===== src/rtl/frame_seq_pkg.sv =====
package frame_seq_pkg;

  typedef enum logic {
    ST_IDLE    = 1'b0,
    ST_PAYLOAD = 1'b1
  } seqState_t;

  typedef struct packed {
    logic emitIdle;
    logic emitSop;
    logic emitPay;
    logic lastBeat;
    logic usePattern;
  } seqStrobe_t;

endpackage


===== src/rtl/frame_seq_ctrl.sv =====
module frame_seq_ctrl
  import frame_seq_pkg::*;
#(
  parameter int BEATS = 120,
  parameter int LVL_W = 9
) (
  input  logic             clk,
  input  logic             rstN,
  input  logic             srcSelPattern,
  input  logic             autoMode,
  input  logic             hostReq,
  input  logic             encReady,
  input  logic [LVL_W-1:0] fifoLevel,
  output seqStrobe_t       strobe,
  output logic             fifoRd
);

  localparam int CNT_W = $clog2(BEATS + 1);
  localparam logic [LVL_W-1:0] NEED_LVL = LVL_W'(BEATS);
  localparam logic [CNT_W-1:0] LAST_IDX = CNT_W'(BEATS - 1);

  seqState_t        state;
  logic [CNT_W-1:0] beatIdx;
  logic             pending;
  logic             patLatched;
  logic             dataOk;
  logic             wantGo;
  logic             launch;
  logic             lastBeat;

  always_comb begin
    dataOk   = srcSelPattern || (fifoLevel >= NEED_LVL);
    wantGo   = autoMode || pending || hostReq;
    launch   = (state == ST_IDLE) && encReady && dataOk && wantGo;
    lastBeat = (state == ST_PAYLOAD) && (beatIdx == LAST_IDX);

    strobe.emitSop    = launch;
    strobe.emitIdle   = (state == ST_IDLE) && !launch;
    strobe.emitPay    = (state == ST_PAYLOAD);
    strobe.lastBeat   = lastBeat;
    strobe.usePattern = patLatched;
    fifoRd            = (state == ST_PAYLOAD) && !patLatched;
  end

  always_ff @(posedge clk) begin
    if (!rstN) begin
      state      <= ST_IDLE;
      beatIdx    <= '0;
      pending    <= 1'b0;
      patLatched <= 1'b0;
    end else begin
      pending <= (pending || hostReq) && !launch;
      case (state)
        ST_IDLE: begin
          if (launch) begin
            state      <= ST_PAYLOAD;
            beatIdx    <= '0;
            patLatched <= srcSelPattern;
          end
        end
        default: begin
          if (lastBeat) begin
            state   <= ST_IDLE;
            beatIdx <= '0;
          end else begin
            beatIdx <= beatIdx + 1'b1;
          end
        end
      endcase
    end
  end

endmodule


===== src/rtl/frame_seq_dpath.sv =====
module frame_seq_dpath
  import frame_seq_pkg::*;
#(
  parameter int              SYM_W      = 8,
  parameter int              LANES      = 2,
  parameter int              LAST_LANES = 1,
  parameter logic [SYM_W-1:0] SOP_SYM   = 8'hFB,
  parameter logic [SYM_W-1:0] COMMA_SYM = 8'hBC
) (
  input  logic                   clk,
  input  logic                   rstN,
  input  seqStrobe_t             strobe,
  input  logic [LANES*SYM_W-1:0] fifoData,
  output logic [LANES*SYM_W-1:0] txData,
  output logic [LANES-1:0]       txIsK,
  output logic [LANES-1:0]       txValid
);

  localparam int DW = LANES * SYM_W;

  logic [SYM_W-1:0] patBase;
  logic [DW-1:0]    nextData;
  logic [LANES-1:0] nextK;
  logic [LANES-1:0] nextV;
  logic [DW-1:0]    idleBeat;

  for (genvar i = 0; i < LANES; i++) begin : g_lane
    localparam bit IN_LAST = (i < LAST_LANES);
    localparam logic [SYM_W-1:0] CTRL_SYM = (i == 0) ? SOP_SYM : COMMA_SYM;
    logic             keep;
    logic [SYM_W-1:0] payVal;

    assign keep   = !strobe.lastBeat || IN_LAST;
    assign payVal = strobe.usePattern ? (patBase + SYM_W'(i))
                                      : fifoData[i*SYM_W +: SYM_W];
    assign idleBeat[i*SYM_W +: SYM_W] = COMMA_SYM;

    assign nextData[i*SYM_W +: SYM_W] =
        strobe.emitSop ? CTRL_SYM :
        strobe.emitPay ? (keep ? payVal : '0) :
                         COMMA_SYM;
    assign nextK[i] = !strobe.emitPay;
    assign nextV[i] = strobe.emitPay && keep;
  end

  always_ff @(posedge clk) begin
    if (!rstN) begin
      txData  <= idleBeat;
      txIsK   <= '1;
      txValid <= '0;
      patBase <= '0;
    end else begin
      txData  <= nextData;
      txIsK   <= nextK;
      txValid <= nextV;
      if (strobe.emitPay && strobe.usePattern) begin
        patBase <= patBase + (strobe.lastBeat ? SYM_W'(LAST_LANES) : SYM_W'(LANES));
      end
    end
  end

endmodule


===== src/rtl/frame_sequencer.sv =====
module frame_sequencer
  import frame_seq_pkg::*;
#(
  parameter int               SYM_W     = 8,
  parameter int               LANES     = 2,
  parameter int               PKT_SYMS  = 239,
  parameter int               LVL_W     = 9,
  parameter logic [SYM_W-1:0] SOP_SYM   = 8'hFB,
  parameter logic [SYM_W-1:0] COMMA_SYM = 8'hBC
) (
  input  logic                   clk,
  input  logic                   rstN,
  input  logic                   srcSelPattern,
  input  logic                   autoMode,
  input  logic                   hostReq,
  input  logic                   encReady,
  input  logic [LANES*SYM_W-1:0] fifoData,
  input  logic [LVL_W-1:0]       fifoLevel,
  output logic                   fifoRd,
  output logic [LANES*SYM_W-1:0] txData,
  output logic [LANES-1:0]       txIsK,
  output logic [LANES-1:0]       txValid
);

  localparam int BEATS      = (PKT_SYMS + LANES - 1) / LANES;
  localparam int LAST_LANES = PKT_SYMS - (BEATS - 1) * LANES;

  seqStrobe_t strobe;

  frame_seq_ctrl #(
    .BEATS (BEATS),
    .LVL_W (LVL_W)
  ) u_ctrl (
    .clk           (clk),
    .rstN          (rstN),
    .srcSelPattern (srcSelPattern),
    .autoMode      (autoMode),
    .hostReq       (hostReq),
    .encReady      (encReady),
    .fifoLevel     (fifoLevel),
    .strobe        (strobe),
    .fifoRd        (fifoRd)
  );

  frame_seq_dpath #(
    .SYM_W      (SYM_W),
    .LANES      (LANES),
    .LAST_LANES (LAST_LANES),
    .SOP_SYM    (SOP_SYM),
    .COMMA_SYM  (COMMA_SYM)
  ) u_dpath (
    .clk      (clk),
    .rstN     (rstN),
    .strobe   (strobe),
    .fifoData (fifoData),
    .txData   (txData),
    .txIsK    (txIsK),
    .txValid  (txValid)
  );

endmodule


===== config.mk =====
export PLATFORM = sky130hd
export DESIGN_NAME = frame_sequencer
export DESIGN_NICKNAME = d
export VERILOG_FILES = /design/src/rtl/frame_seq_pkg.sv /design/src/rtl/frame_seq_ctrl.sv /design/src/rtl/frame_seq_dpath.sv /design/src/rtl/frame_sequencer.sv
export SDC_FILE = /design/constraint.sdc
export NUM_CORES = 1
export LEC_CHECK = 0
export ABC_CLOCK_PERIOD_IN_PS = 5500
export BUFFER_PORTS_ARGS = -buffer_cell sky130_fd_sc_hd__buf_2
export CAP_MARGIN = 20
export CORE_MARGIN = 1.5
export CORE_UTILIZATION = 25
export CTS_CLUSTER_DIAMETER = 100
export DETAILED_ROUTE_END_ITERATION = 6
export PLACE_DENSITY_LB_ADDON = 0.1
export SLEW_MARGIN = 0
export SYNTH_ARGS = -nofsm -noshare
export SYNTH_HDL_FRONTEND = slang
export SYNTH_SLANG_ARGS = --single-unit
export TNS_END_PERCENT = 10

===== constraint.sdc =====
create_clock -name clk -period 5.5 [get_ports clk]
set_input_delay 0.55 -clock clk [delete_from_list [all_inputs] [get_ports clk]]
set_output_delay 0.55 -clock clk [all_outputs]
set_load 0.1 [all_outputs]

* After elaboration in Yosys (flattened, before gate mapping)
Cells that the tools add are included.
Storage, ports and cells: register bits after elaboration 37, bits of input ports 31, output and inout port bits 21
Operators by class: add/sub/neg operators 3, magnitude comparators 1, equality and inequality tests 1, mux-type cells 12, bitwise gates (word level) 2, reduce and logical (&&, ||, !) cells 20
Operator list (count):
- two-way mux 7 bit | 5
- two-way mux 8 bit | 3
- greater-or-equal comparator 9 x 7 -> 1 bit, second input constant | 1
- adder 8 x 1 -> 8 bit, second input constant | 1
- adder 8 bit | 1
- logical AND 1 bit | 8
- adder 7 x 1 -> 7 bit, second input constant | 1
- equality test 7 bit, second input constant | 1
- logical NOT 1 bit | 4
- logical OR 1 bit | 4
- OR reduction 4 bit | 1
- two-way mux 1 bit | 3
- OR reduction 3 bit | 1
- two-way mux 2 bit | 1
- inverter 1 bit | 2
- AND reduction 2 bit | 1
- nonzero test 2 bit | 1

* Depth between registers and ports, before layout
depth in word-level cells 6, depth in mapped cells 11, mapped depth without buffers 11

* Cells and area by module
From an unflattened synthesis, not the netlist that was laid out.
Unflattened totals: cells, all modules 198, area, all modules 1770.4 um^2
Modules (own cells, without submodules):
- frame_seq_dpath | instances 1, cells each 131, area an instance 1239.9 um^2, seq. area each 540.5 um^2
- frame_seq_ctrl | instances 1, cells each 67, area an instance 530.5 um^2, seq. area each 200.2 um^2

* Worst setup path after synthesis
Ideal clock, no wire load.
kind register to output, from register u_ctrl.state, to output fifoRd, arrival 1.981 ns, required time 4.950 ns, slack 2.969 ns, cell stages (with the launch flop) 3, buffers on the path 1, path through dfxtp_1 > buf_2 > nor2b_1
Between the ends: word-level cells in the longest chain between the ends 1
RTL lines:
- start, declared | line frame_seq_ctrl.sv:22 | seqState_t state;
- start signal, assigned | line frame_seq_ctrl.sv:47 | state <= ST_IDLE;
- start signal, assigned | line frame_seq_ctrl.sv:56 | state <= ST_PAYLOAD;
- start signal, assigned | line frame_seq_ctrl.sv:63 | state <= ST_IDLE;
- logical AND 1 bit | line frame_seq_ctrl.sv:42 | fifoRd = (state == ST_PAYLOAD) && !patLatched;
- end, declared | line frame_sequencer.sv:19 | output logic fifoRd,
Every way passes these cells.

* Worst setup path after layout
from register u_ctrl.beatIdx[0], to register u_dpath.patBase[6]
Between the ends: word-level cells in the longest chain between the ends 4
RTL lines:
- start, declared | line frame_seq_ctrl.sv:23 | logic [CNT_W-1:0] beatIdx;
- start signal, assigned | line frame_seq_ctrl.sv:66 | beatIdx <= beatIdx + 1'b1;
- equality test 7 bit | line frame_seq_ctrl.sv:35 | lastBeat = (state == ST_PAYLOAD) && (beatIdx == LAST_IDX);
- logical AND 1 bit | line frame_seq_ctrl.sv:35
- two-way mux 2 bit | line frame_seq_dpath.sv:57 | patBase <= patBase + (strobe.lastBeat ? SYM_W'(LAST_LANES) : SYM_W'(LANES));
- adder 8 bit | line frame_seq_dpath.sv:57
- end signal, assigned | line frame_seq_dpath.sv:57
- end, declared | line frame_seq_dpath.sv:21 | logic [SYM_W-1:0] patBase;
Every way passes these cells. A chain may end at the register's enable or synchronous reset.

==> flow_summary.ini <==
[die]
core_area_um2 = 6350
ios = 52
die_x_um = 83.9
die_y_um = 83.9
dieArea_um2 = 7040
start_util_pct = 25.8
num_rows = 29

[final_layout]
syn_to_final_growth_pct = 24.1
n_fill_cell = 693
drive_gt1_share_pct = 25.7
nNetsFinal = 265
antennaDiodeCount = 0
fin_area_um2 = 2030

[logic_synthesis]
yosysTopAreaCell = dfxtp_1
synth-warning-count = 0
synthDistinctLibCells = 39
yosys_most_used_dff = dfxtp_1
synth_area_um2 = 1640
synth_edf_count = 0
synth_top_area_share_pct = 45.3
syn-num-nets = 220
ys_seq_area_share_pct = 45.3
async_reset_ff_share_pct = 0
yosys-top-cells-area = dfxtp_1 (45%), nand2_1 (5.5%), mux2i_1 (4.9%)
ys_ff_latch = 37
synthCells = 184
postSynthAreaPerCell_um2 = 8.89

[timing]
whs_ns = 0.472
setup_viol = 0
clock_skew_ns = 0.00540
drv_slew = 0
setup_tns_ns = 0
rsz0062_at_grt = no
fmax_ghz = 0.399
max_slew_margin_pct = 39.1
worst_pin_slew_ns = 0.913
post-route-period-util_pct = 45.5
fin_crit_ns = 2.50
finalHoldViolations = 0

[grt]
grt_overflow = 0
grt_pass1_vias = 1396
antenna_found_initial = 0
grt_pass1_wl_um = 6840
track_usage_pct = 12.1
grt_max_degree = 24

[power_and_ir_drop]
powerDensity_nw_per_um2 = 327
ir_drop_v = 0.000114
power_uw = 663
p_leak_uw = 0.000795

[clocking]
postCtsHoldBufs = 0
cts_tree = done
cts-root-buf = clkbuf_8
cts.path.max_buffers = 2
cts-resized-gates = 0
postCtsSetupBuffers = 0
clock_latency_ns = 0.29
clkTransAtPathRegs_ns = 0.07
htreeDepth = 2
cts_buffers = 5
cts_num_sinks = 37

[setup_path]
cp_data_arrival_time_ns = 2.67
end_kind = flop
required_ns = 5.66
startpoint_type = flop
r2r_setup_slack_ns = 3.00
cpPeakStageDelay_ns = 0.39
cp_max_fo = 6
crit_chain = ha_1, nand4_1, nor2_1, nand2_1, inv_1, ha_1, fa_1, nand3_1, nor3_1, xnor2_1, nor2_1
path_class = reg2reg
slowest_stage = dfxtp_1

[detailed_routing]
routed_wl_um = 4010
routed_via_density = 4.54
drtPass1Iterations = 4
drtIter0Drc = 47
vias = 1393
ant_nets = 0
route.detailed.drc = 0
wire_per_inst_um = 13.1

[placement]
port-buffer-count = 48
globalplace.congestion = 0.768
dpl.hpwl_um = 2900
placed_cell_area_um2 = 1910

[run]
cap_violations = 0

[min_path]
min_path_type = in2reg

[outcome]
status = completed
==> kinds of logic (layout without fill, tap and decap cells) <==
| group | after synthesis | in the layout | synth area share [%] |
|---|---|---|---|
| compound gates | 34 | 34 | 13.2 |
| xor+xnor | 9 | 9 | 4.82 |
| fa+ha+maj | 5 | 5 | 4.28 |
| buf+inv | 18 | 64 | 5.43 |
| flops | 37 | 37 | 45.3 |
| mux | 9 | 9 | 5.58 |
| simple gates | 72 | 72 | 21.4 |
==> layout make-up <==
type	instances	area [um^2]	area share (%)
timing repair buffer	48	240	11.8
inverter	8	30.0	1.48
clock buffer	7	86.3	4.25
sequential	37	741	36.5
multi-input combinational	129	807	39.7
tap	77	96.3	4.74
clock inverter	1	30.0	1.48
==> flip-flops by register name (all words and copies together) (netlist names) <==
| signal | count |
|---|---|
| u_ctrl.beatIdx | 7 |
| u_ctrl.patLatched | 1 |
| u_ctrl.pending | 1 |
| u_ctrl.state | 1 |
| u_dpath.patBase | 8 |
| u_dpath.txData | 16 |
| u_dpath.txIsK | 1 |
| u_dpath.txValid | 2 |
==> routing by layer <==
| layer | track usage (%) | vias up | part of all wire [%] |
|---|---|---|---|
| li1 | - | 735 | - |
| met1 | 17.2 | 616 | 53 |
| met2 | 17.3 | 35 | 41 |
| met3 | 3.76 | 7 | 5.6 |
| met4 | 3.73 | 0 | 1.1 |
| met5 | 0 | - | 0 |
==> layout by cell type, fill, tap and decap left out, types with 2 or more instances in the layout <==
cell type   n
dfxtp_1    37
and3_1      2
mux2i_1     8
nor2_1     12
o31ai_1     2
o21ai_0    10
or3_1       4
xor2_1      2
buf_2      48
clkbuf_8    6
ha_1        4
nand2_1    24
xnor2_1     7
a21oi_1     9
o22ai_1     2
nor3_1      7
nand3_1    11
a22oi_1     3
inv_1       8
nand4_1     5
==> final timing paths <==
| kind | startpoint | end | depth (start not counted) |
|---|---|---|---|
| max | u_ctrl.beatIdx[0] | u_dpath.patBase[6] | 11 |
| min | fifoData[3] | u_dpath.txData[3] | 3 |
| max reg2reg | u_ctrl.beatIdx[0] | u_dpath.patBase[6] | 11 |
| min reg2reg | u_ctrl.beatIdx[1] | u_ctrl.beatIdx[1] | 2 |
==> power by group <==
part	leakage, uW	internal (uW)	switching, uW	total [uW]
Combinational	0.000435	26.7	101	127
Clock	0.0000585	148	96.4	244
Sequential	0.000302	280	11.5	292
==> synthesized netlist by cell type, types with 2 or more instances <==
| master | number |
|---|---|
| dfxtp_1 | 37 |
| nand2_1 | 24 |
| nor2_1 | 12 |
| nand3_1 | 11 |
| o21ai_0 | 10 |
| a21oi_1 | 9 |
| inv_1 | 8 |
| mux2i_1 | 8 |
| nor3_1 | 7 |
| xnor2_1 | 7 |
| buf_2 | 5 |
| nand4_1 | 5 |
| ha_1 | 4 |
| or3_1 | 4 |
| a22oi_1 | 3 |
| and3_1 | 2 |
| buf_4 | 2 |
| clkbuf_1 | 2 |
| o22ai_1 | 2 |
| o31ai_1 | 2 |
| xor2_1 | 2 |
==> worst max-delay path: cells and delay by family, from the launching register on <==
| kind | cells | cell delay (ns) |
|---|---|---|
| AND/OR/NAND/NOR | 6 | 1.17 |
| adder cells (fa/ha/maj) | 3 | 0.57 |
| flip-flops | 1 | 0.39 |
| XOR/XNOR | 1 | 0.15 |
| buffers and inverters | 1 | 0.10 |
==> metrics by stage <==
stage	cells	util [%]	setup slack (ns)
2_1_floorplan	184	-	2.97
3_3_place_gp	299	30.1	2.97
3_5_place_dp	299	30.1	2.97
4_1_cts	307	32.0	2.94
5_1_grt	307	32.0	2.61
6_report	307	32.0	3.00
(Power assumes the default switching activity.)
